$ cat config.mk
export PLATFORM = sky130hd
export DESIGN_NAME = hostbmc_mailbox
export DESIGN_NICKNAME = d
export VERILOG_FILES = /design/src/rtl/mbx_pkg.sv /design/src/rtl/mbx_slot.sv /design/src/rtl/mbx_status.sv /design/src/rtl/hostbmc_mailbox.sv
export SDC_FILE = /design/constraint.sdc
export NUM_CORES = 1
export LEC_CHECK = 0
export BUFFER_PORTS_ARGS = -buffer_cell sky130_fd_sc_hd__buf_2
export CAP_MARGIN = 30
export CORE_AREA = 5 5 52 54
export CTS_BUF_LIST = sky130_fd_sc_hd__clkbuf_4 sky130_fd_sc_hd__clkbuf_8
export CTS_CLUSTER_DIAMETER = 120
export DETAILED_ROUTE_END_ITERATION = 6
export DIE_AREA = 0 0 57 59
export PLACE_DENSITY_LB_ADDON = 0.15
export RECOVER_POWER = 100
export SLEW_MARGIN = 20
export SYNTH_ARGS = -nofsm -noshare
export SYNTH_HDL_FRONTEND = slang
export SYNTH_SLANG_ARGS = --single-unit
$ cat constraint.sdc
create_clock -name clk -period 1.6 [get_ports clk]
set_clock_uncertainty 0.15 [all_clocks]
set_input_delay 0.08 -clock clk [delete_from_list [all_inputs] [get_ports clk]]
set_output_delay 0.08 -clock clk [all_outputs]
set_load 0.01 [all_outputs]
$ cat src/rtl/mbx_pkg.sv
package mbx_pkg;
  localparam int STAT_W  = 8;
  localparam int OBF_BIT = 0;
  localparam int IBF_BIT = 1;
  localparam int CD_BIT  = 3;
  localparam logic [STAT_W-1:0] SW_MASK = 8'hF4;

  function automatic logic [STAT_W-1:0] sw_load(input logic [STAT_W-1:0] wval);
    return wval & SW_MASK;
  endfunction

  function automatic logic [STAT_W-1:0] compose_status(
    input logic [STAT_W-1:0] sw_bits,
    input logic              cd,
    input logic              ibf,
    input logic              obf
  );
    logic [STAT_W-1:0] s;
    s          = sw_bits & SW_MASK;
    s[CD_BIT]  = cd;
    s[IBF_BIT] = ibf;
    s[OBF_BIT] = obf;
    return s;
  endfunction
endpackage

$ cat src/rtl/mbx_slot.sv
module mbx_slot #(
  parameter int DW = 8
) (
  input  logic          clk,
  input  logic          rst_n,
  input  logic          wr,
  input  logic          rd,
  input  logic [DW-1:0] wdata,
  output logic [DW-1:0] data,
  output logic          full
);
  logic fill_evt;
  logic drain_evt;

  assign fill_evt  = wr;
  assign drain_evt = rd && !wr;

  always_ff @(posedge clk) begin
    if (!rst_n) begin
      data <= '0;
      full <= 1'b0;
    end else begin
      if (fill_evt) begin
        data <= wdata;
        full <= 1'b1;
      end else if (drain_evt) begin
        full <= 1'b0;
      end
    end
  end

  AST_FILL_SETS: assert property (@(posedge clk) disable iff (!rst_n)
    fill_evt |=> full);
  AST_DRAIN_CLEARS: assert property (@(posedge clk) disable iff (!rst_n)
    drain_evt |=> !full);
  AST_DATA_LATCH: assert property (@(posedge clk) disable iff (!rst_n)
    fill_evt |=> data == $past(wdata));
  AST_IDLE_HOLDS: assert property (@(posedge clk) disable iff (!rst_n)
    (!wr && !rd) |=> $stable(full) && $stable(data));
endmodule

$ cat src/rtl/mbx_status.sv
module mbx_status
  import mbx_pkg::*;
(
  input  logic              clk,
  input  logic              rst_n,
  input  logic              sw_wr,
  input  logic [STAT_W-1:0] sw_wdata,
  input  logic              cd_wr,
  input  logic              cd_val,
  input  logic              ibf,
  input  logic              obf,
  output logic [STAT_W-1:0] stat
);
  logic [STAT_W-1:0] sw_q;
  logic              cd_q;

  always_ff @(posedge clk) begin
    if (!rst_n) begin
      sw_q <= '0;
      cd_q <= 1'b0;
    end else begin
      if (sw_wr) sw_q <= sw_load(sw_wdata);
      if (cd_wr) cd_q <= cd_val;
    end
  end

  assign stat = compose_status(sw_q, cd_q, ibf, obf);

  AST_SW_ONLY_BMC: assert property (@(posedge clk) disable iff (!rst_n)
    !sw_wr |=> (stat & SW_MASK) == ($past(stat) & SW_MASK));
  AST_CD_TRACKS: assert property (@(posedge clk) disable iff (!rst_n)
    cd_wr |=> stat[CD_BIT] == $past(cd_val));
  AST_CD_HOLDS: assert property (@(posedge clk) disable iff (!rst_n)
    !cd_wr |=> $stable(stat[CD_BIT]));
endmodule

$ cat src/rtl/hostbmc_mailbox.sv
module hostbmc_mailbox
  import mbx_pkg::*;
#(
  parameter int DW = 8
) (
  input  logic          clk,
  input  logic          rst_n,
  input  logic          h_wr,
  input  logic          h_rd,
  input  logic          h_sel,
  input  logic [DW-1:0] h_wdata,
  output logic [DW-1:0] h_rdata,
  output logic          h_irq,
  input  logic          b_wr,
  input  logic          b_rd,
  input  logic          b_sel,
  input  logic [DW-1:0] b_wdata,
  output logic [DW-1:0] b_rdata,
  output logic          b_irq
);
  localparam int SW = (DW < STAT_W) ? DW : STAT_W;

  logic [DW-1:0]     in_data;
  logic [DW-1:0]     out_data;
  logic              in_full;
  logic              out_full;
  logic [STAT_W-1:0] status;
  logic [STAT_W-1:0] status_wval;
  logic [DW-1:0]     status_view;

  // named access events
  logic host_fill;
  logic bmc_drain;
  logic bmc_fill;
  logic host_drain;
  logic stat_write;

  assign host_fill  = h_wr;
  assign bmc_drain  = b_rd && !b_sel;
  assign bmc_fill   = b_wr && !b_sel;
  assign host_drain = h_rd && !h_sel;
  assign stat_write = b_wr && b_sel;

  always_comb begin
    status_wval         = '0;
    status_wval[SW-1:0] = b_wdata[SW-1:0];
    status_view         = '0;
    status_view[SW-1:0] = status[SW-1:0];
  end

  mbx_slot #(.DW(DW)) u_inbound (
    .clk   (clk),
    .rst_n (rst_n),
    .wr    (host_fill),
    .rd    (bmc_drain),
    .wdata (h_wdata),
    .data  (in_data),
    .full  (in_full)
  );

  mbx_slot #(.DW(DW)) u_outbound (
    .clk   (clk),
    .rst_n (rst_n),
    .wr    (bmc_fill),
    .rd    (host_drain),
    .wdata (b_wdata),
    .data  (out_data),
    .full  (out_full)
  );

  mbx_status u_status (
    .clk      (clk),
    .rst_n    (rst_n),
    .sw_wr    (stat_write),
    .sw_wdata (status_wval),
    .cd_wr    (host_fill),
    .cd_val   (h_sel),
    .ibf      (in_full),
    .obf      (out_full),
    .stat     (status)
  );

  assign h_rdata = h_sel ? status_view : out_data;
  assign b_rdata = b_sel ? status_view : in_data;
  assign h_irq   = out_full;
  assign b_irq   = in_full;

  AST_BIRQ_SOURCE: assert property (@(posedge clk) disable iff (!rst_n)
    $rose(b_irq) |-> $past(h_wr));
  AST_HIRQ_SOURCE: assert property (@(posedge clk) disable iff (!rst_n)
    $rose(h_irq) |-> $past(b_wr && !b_sel));
  AST_STATUS_NO_IRQ: assert property (@(posedge clk) disable iff (!rst_n)
    (stat_write && !h_rd) |=> h_irq == $past(h_irq));
  AST_IRQ_MATCHES_FLAGS: assert property (@(posedge clk) disable iff (!rst_n)
    (b_irq == status[IBF_BIT]) && (h_irq == status[OBF_BIT]));
endmodule

# Yosys cells after proc, flatten, opt, wreduce, memory -nomap -nowiden
# Index checks and enable logic that the tools add are counted.
# op_classes
n_mux	6
n_reduce_logical	12
# ops
operator	count
8-bit two-way mux	2
1-bit logical AND	6
1-bit zero test	4
1-bit two-way mux	4
2-bit nonzero test	2
# totals
regBits	24
inputBits	24
output_inout_bits	18
elab_cells	24

# Longest topological paths before layout
# Gate-level depths: netlist of run 1.
# depth
word_depth	6
mapped_depth	4
depth_no_buf	2

# Modules after synthesis
# Synthesis of run 1 repeated with hierarchy kept, for this count alone.
# hier_totals
hier_cells	100
area_unflattened_um2	1183.6
# by_module_without_submodules
module	n_inst	cells_each	area_per_inst_um2	seq_area_each_um2
mbx_slot	2	28	335.3	180.2
hostbmc_mailbox	1	22	261.5	0.0
mbx_status	1	22	251.5	120.1

# Worst setup path after synthesis of run 1
# Ideal clock, no wire load.
# synth_path
path_type	input to output
from	input port h_sel
to	output port h_rdata[0]
arrival_time_ns	0.634
t_required_ns	1.370
slack_ns	0.736
path_stages	2
path_buffers	1
cell_sequence	buf_2 -> mux2_2
# synth_between
elab_chain_len	1
# synth_rtl
item	line	text
start, declared	hostbmc_mailbox.sv:10	input logic h_sel,
8-bit two-way mux	hostbmc_mailbox.sv:83	assign h_rdata = h_sel ? status_view : out_data;
end, declared	hostbmc_mailbox.sv:12	output logic [DW-1:0] h_rdata,
# Every way passes these cells.

# Final worst setup path of run 1
# layout_path
from	input port b_sel
to	output port b_rdata[3]
# layout_between
elab_chain_len	1
# layout_rtl
item	line	text
start, declared	hostbmc_mailbox.sv:16	input logic b_sel,
8-bit two-way mux	hostbmc_mailbox.sv:84	assign b_rdata = b_sel ? status_view : in_data;
end, declared	hostbmc_mailbox.sv:18	output logic [DW-1:0] b_rdata,
# Every way passes these cells.

==> results.cfg, run 1 <==
[global_route]
grt_overflow_total = 0
grt_pass1_wl_um = 4280
grt_antenna_before_repair = 0
track_usage_pct = 16.1
grt_pass1_vias = 998
grt_max_degree = 34

[cts]
cts_resized = 0
clk_transition_reported_paths_ns = 0.14
numCtsBuffers = 3
clockRootBuffer = clkbuf_4
cts_tree = yes
clock_latency_ns = 0.32
h-tree-depth = 1
clock_tree.buffer_depth = 2
clkSinkCount = 24

[worst_setup_path]
path_class = input pin to output port
path_cells = clkbuf_1, mux2_2, clkbuf_1
cp.arrival_ns = 1.11
required_ns = 1.37
rr_startpoint = u_inbound.full
crit_family = buffers and inverters
setup.worst_path.start_class = input pin
rrSetupSlack_ns = 0.78
cp-startpoint = b_sel
worstSetupEndpointType = output port
cp_max_fo = 12
crit_slowest_cell = clkbuf_1
regToRegEndpoint = u_inbound.full
worst-path-buf-inv = 2
slowest_delay_ns = 0.49
r2r_cells = 2
worst_path_most_repeated_cell = clkbuf_1

[floorplan]
die_y_um = 59
rows = 17
core_area_um2 = 2170
die_w_um = 57
pin_count = 42
initial_core_util_pct = 52.1
dieArea_um2 = 3360

[synth]
synth.net_count = 134
yosys_warnings = 0
ys_seq_area_share_pct = 42.5
yosysTopAreaCellShare_pct = 42.5
synth_seq_cells = 24
synth_top_area_cell = dfxtp_1
synthCells = 110
syn_area_per_cell_um2 = 10.3
synth.distinct_cells = 15
syn_area_um2 = 1130
synth.area.top_cells = dfxtp_1 (43%), mux2i_1 (19%), mux2_2 (16%), nand2_1 (7.3%), nor2b_1 (6.1%)

[hold_path]
hp-start = b_wr
hold_end = u_status.sw_q[7]
holdPathStages = 3
hp-class = input pin to flip-flop

[sta]
slew_violations = 0
min_period_ns = 1.34
fmax_ghz = 0.744
rsz0062_at_grt = false
worst_slew_pin_slew_ns = 0.663
fin_hold_ws_ns = 0.0142
slew_headroom_pct = 55.8
hold_viol_final = 0
fin_setup_tns_ns = 0
fin_crit_sh_pct = 84.0
setup_viol = 0

[final_layout]
layout.nets = 189
fin_area_um2 = 1520
n_antenna_cell = 0
drive_above_1_share_pct = 26.2
mostFrequentLayoutCells = dfxtp_1 (24), nand2_1 (22), mux2i_1 (22), buf_2 (22), clkbuf_1 (19)
final_common_cell = dfxtp_1
synthToLayoutAreaGrowth_pct = 34.4

[job]
maxCapViolCount = 0

[routing]
drcViolationCount = 0
ant_nets = 0
vias = 929
drtIter0Drc = 9
drt-vias-per-instance = 4.84
wirelength_um = 2460
dr.pass1.iters = 4
routedWlPerCell_um = 12.8

[pwr]
ir_worst_vdd_mv = 0.673
sequentialPowerShare_pct = 49.4
leakagePower_nw = 0.676
internal_power_mw = 1.01
clockPowerShare_pct = 33.7
combPwrFrac_pct = 16.9
swShare_pct = 23.5
power.density_nw_per_um2 = 867
power.total_mw = 1.32
switching_power_mw = 0.310

[status]
outcome = complete, no violations

[place]
dp_hpwl_um = 1710
io_buffers = 41
placed_cell_area_um2 = 1310
gp_congestion = 0.687
==> layer usage <==
metal | up-vias | wire length [um] | GRT usage, %
li1 | 474 | - | -
met1 | 421 | 1100 | 18.3
met2 | 28 | 1150 | 28.5
met3 | 6 | 155 | 3.70
met4 | 0 | 50 | 7.62
met5 | - | 0 | 0
==> worst max-delay path by stage <==
stage,depth (start not counted),end,slack [ns]
finish,3,b_rdata[3],0.26
global route,3,b_rdata[3],0.18
CTS,2,h_rdata[1],0.28
floorplan,2,h_rdata[0],0.74
global placement,3,u_outbound.data[7],0.47
detailed placement,3,u_outbound.data[3],0.42
==> area by class of cell <==
type | count | area, um2
Clock buffer | 3 | 22.5
Clock inverter | 1 | 30.0
Fill cell | 186 | 651
Multi-Input combinational cell | 77 | 589
Sequential cell | 24 | 480
Tap cell | 28 | 35.0
Timing Repair Buffer | 59 | 362
==> metrics by stage <==
stage	setup WS, ns	utilization [%]	std cells
final	0.257	70.0	192
after global routing	0.180	70.0	192
after CTS	0.282	71.1	192
after detailed placement	0.417	60.4	170
after global placement	0.472	60.4	170
after floorplan	0.736	-	110
==> repair_timing <==
action / CTS / global route
hold endpoints to repair: 23 / 0
setup buffers: 0 / 0
hold buffers: 18 / 0
==> registers in the layout, indices dropped and copies added, names as in the netlist <==
register and flops:
u_outbound.full 1, u_inbound.full 1, u_status.sw_q 5, u_inbound.data 8, u_status.cd_q 1, u_outbound.data 8
==> kinds of logic (layout without fill, tap and decap cells) <==
| kind of cell | count (synthesis) | count (layout) | synth area share (%) |
|---|---|---|---|
| buffers and inverters | 9 | 63 | 5.31 |
| DFF | 24 | 24 | 42.5 |
| AOI/OAI and AO/OA | 3 | 3 | 1.66 |
| and+or+nand+nor | 36 | 36 | 15.1 |
| muxes | 38 | 38 | 35.4 |
==> power by group through the flow <==
stage | clock network (mW) | registers (mW) | logic, mW
2_1_floorplan | 0 | 0.660 | 0.135
3_3_place_gp | 0 | 0.663 | 0.195
3_5_place_dp | 0 | 0.664 | 0.199
4_1_cts | 0.449 | 0.651 | 0.234
5_1_grt | 0.477 | 0.657 | 0.248
6_report | 0.443 | 0.651 | 0.223
==> worst reg2reg max path, cell delays in order (launching register included) <==
cell,delay [ns]
dfxtp_1,0.40
o21ai_0,0.09
a21oi_1,0.13
==> synthesized netlist by cell type <==
master,number
mux2i_1,22
mux2_2,16
buf_2,5
buf_6,2
dfxtp_1,24
a21oi_1,1
nor2_1,1
buf_4,1
clkbuf_2,1
nor2b_1,11
nand2_1,22
o2bb2ai_1,1
o21ai_0,1
nand2b_1,1
and2_4,1
(Power assumes the default switching activity.)
==> inputs of run 2 (changes only) <==
- ABC_AREA: not set -> 1
- CORE_AREA: 5 5 52 54 -> 5 5 53 55
- DIE_AREA: 0 0 57 59 -> 0 0 58 60
- clock period: 1.6 -> 1.3 ns (I/O delays scaled with it)
==> run 2 against run 1 <==
Worst setup slack worse by 0.20 ns. Highest routed layer unchanged. Clock-buffer cell count rose by 1. Design area rose by 1.6%. Register-to-register slack worse by 0.30 ns. Power up 14%. Non-clock buffer count grew 4. Critical endpoint is now b_rdata[7]. Largest cell class unchanged.
==> results.cfg, run 2 <==
[global_route]
grt_max_degree = 25
grt_overflow_total = 0
grt_antenna_before_repair = 0
grt_pass1_wl_um = 4800
grt_pass1_vias = 1103
track_usage_pct = 17.8

[routing]
ant_nets = 0
wirelength_um = 2850
vias = 1148
drcViolationCount = 0
drt-vias-per-instance = 4.61
drtIter0Drc = 26
routedWlPerCell_um = 11.4
dr.pass1.iters = 4

[sta]
worst_slew_pin_slew_ns = 0.442
rsz0062_at_grt = true
hold_viol_final = 0
fin_setup_tns_ns = 0
slew_headroom_pct = 70.5
setup_slack_ns = 0.0576
fin_crit_sh_pct = 95.6
min_period_ns = 1.24
fmax_ghz = 0.805
setup_viol = 0
slew_violations = 0

[synth]
synth.net_count = 184
synth_ff_type = dfxtp_1
syn_area_per_cell_um2 = 6.83
synth_edf_count = 0
yosys_warnings = 0
synth_top_area_cell = dfxtp_1
synth.most_common_cell = nand2_1
syn_area_um2 = 1090
synth.area.top_cells = dfxtp_1 (44%), nand2_1 (15%), nor2_1 (11%), o21ai_0 (9.6%), nand3b_1 (5.5%)
synth.distinct_cells = 15
synthCells = 160
async_reset_ff_share_pct = 0
synth_seq_cells = 24
synth_common_cells = nand2_1 (43), nor2_1 (32), dfxtp_1 (24), o21ai_0 (21)
yosysTopAreaCellShare_pct = 44.0
ys_seq_area_share_pct = 44.0

[final_layout]
n_antenna_cell = 0
top_regs = u_inbound.data (8), u_outbound.data (8), u_status.sw_q (5)
seqCellArea_um2 = 484
synthToLayoutAreaGrowth_pct = 41.2
finalNonFillerCells = 249
final_common_cell = nand2_1
fin_util_pct = 65.9
drive_above_1_share_pct = 21.9
num-fill-cells = 226
layout.nets = 244
mostFrequentLayoutCells = nand2_1 (43), nor2_1 (32), buf_2 (30), dlygate4sd3_1 (22), dfxtp_1 (21)
multiInputGateArea_um2 = 519

[cts]
post_cts_buffers = 0
clock_latency_ns = 0.31
clkSinkCount = 24
clockRootBuffer = clkbuf_4
h-tree-depth = 1
clock_tree.buffer_depth = 2
numCtsBuffers = 3
cts_tree = yes
clk_transition_reported_paths_ns = 0.12

[pwr]
ir_worst_vdd_mv = 0.663
clockPowerShare_pct = 26.0
sequentialPowerShare_pct = 53.7
switching_power_mw = 0.405
combPwrFrac_pct = 20.3
leakagePower_nw = 0.717
power.density_nw_per_um2 = 975
swShare_pct = 27.0
internal_power_mw = 1.10

[place]
io_buffers = 41
gp_congestion = 0.818
dp_hpwl_um = 1920
pre_cts_ws_ns = 0.167
place_inst = 223

[worst_setup_path]
cp.arrival_ns = 1.03
worstSetupEndpointType = output port
required_ns = 1.09
cp_max_fo = 2
path_class = flip-flop to output port
setup.worst_path.start_class = flip-flop

[status]
outcome = complete, no violations

[job]
maxCapViolCount = 0

[floorplan]
core_area_um2 = 2340
die_y_um = 60
dieArea_um2 = 3480
pin_count = 42
rows = 18
initial_core_util_pct = 46.6
die_w_um = 58

[hold_path]
hp-class = input pin to flip-flop
==> run 2: power groups by stage <==
stage	clock [mW]	sequential (mW)	combinational, mW
after CTS	0.412	0.807	0.298
after floorplan	0	0.819	0.161
after global placement	0	0.822	0.241
after global routing	0.430	0.813	0.348
final	0.392	0.807	0.305
after detailed placement	0	0.823	0.246
==> run 2: metrics by stage <==
step	hold slack, ns	cell area (um2)	power (mW)
CTS	0.0480	1530	1.52
detailed placement	0.143	1280	1.07
finish	0.0600	1540	1.50
floorplan	0.0499	1090	0.980
global route	0.0966	1540	1.59
global placement	0.136	1280	1.06
==> run 2: cell type report <==
cell class | instances | share of cell area (%)
inverters | 11 | 3.00
flip-flops and latches | 24 | 31.4
well taps | 30 | 2.43
repair buffers | 63 | 27.2
clock buffers | 4 | 2.35
multi-input cells | 117 | 33.7
==> run 2: layer usage <==
metal	GRT usage, %	vias to the layer above	routed length [um]
met5	0	-	0
met4	5.63	0	26
met3	3.02	4	180
met2	32.3	34	1360
met1	21.3	487	1280
li1	-	623	-
==> run 2: logic make-up (layout without fill, tap and decap cells) <==
logic type / count (synthesis) / in the layout / synth area share [%]
and+or+nand+nor: 88 / 88 / 33.6
AOI/OAI and AO/OA: 29 / 29 / 13.3
DFF: 24 / 24 / 44.0
buffers and inverters: 19 / 78 / 9.16
==> run 2: worst max-delay path, cell delays in order, from the launching register on <==
cell and delay, ns:
dfxtp_1 0.35, inv_1 0.06, o21ai_0 0.15, buf_2 0.16
==> run 2: path summary, 6_finish.rpt <==
path,start,endpoint,slack [ns],cells after the start
worst max-delay path,u_status.sw_q[7],b_rdata[7],0.06,3
worst min register to register,u_status.sw_q[7],u_status.sw_q[7],0.32,2
worst min-delay path,b_sel,u_status.sw_q[4],0.06,4
worst max register to register,u_status.cd_q,u_status.cd_q,0.48,2
==> run 2: repair_timing <==
action / 4_1_cts / 5_1_grt
endpoints found under the setup margin: 0 / 13
hold buffers: 22 / 0
hold endpoints to repair: 24 / 0
gates resized for setup: 0 / 17
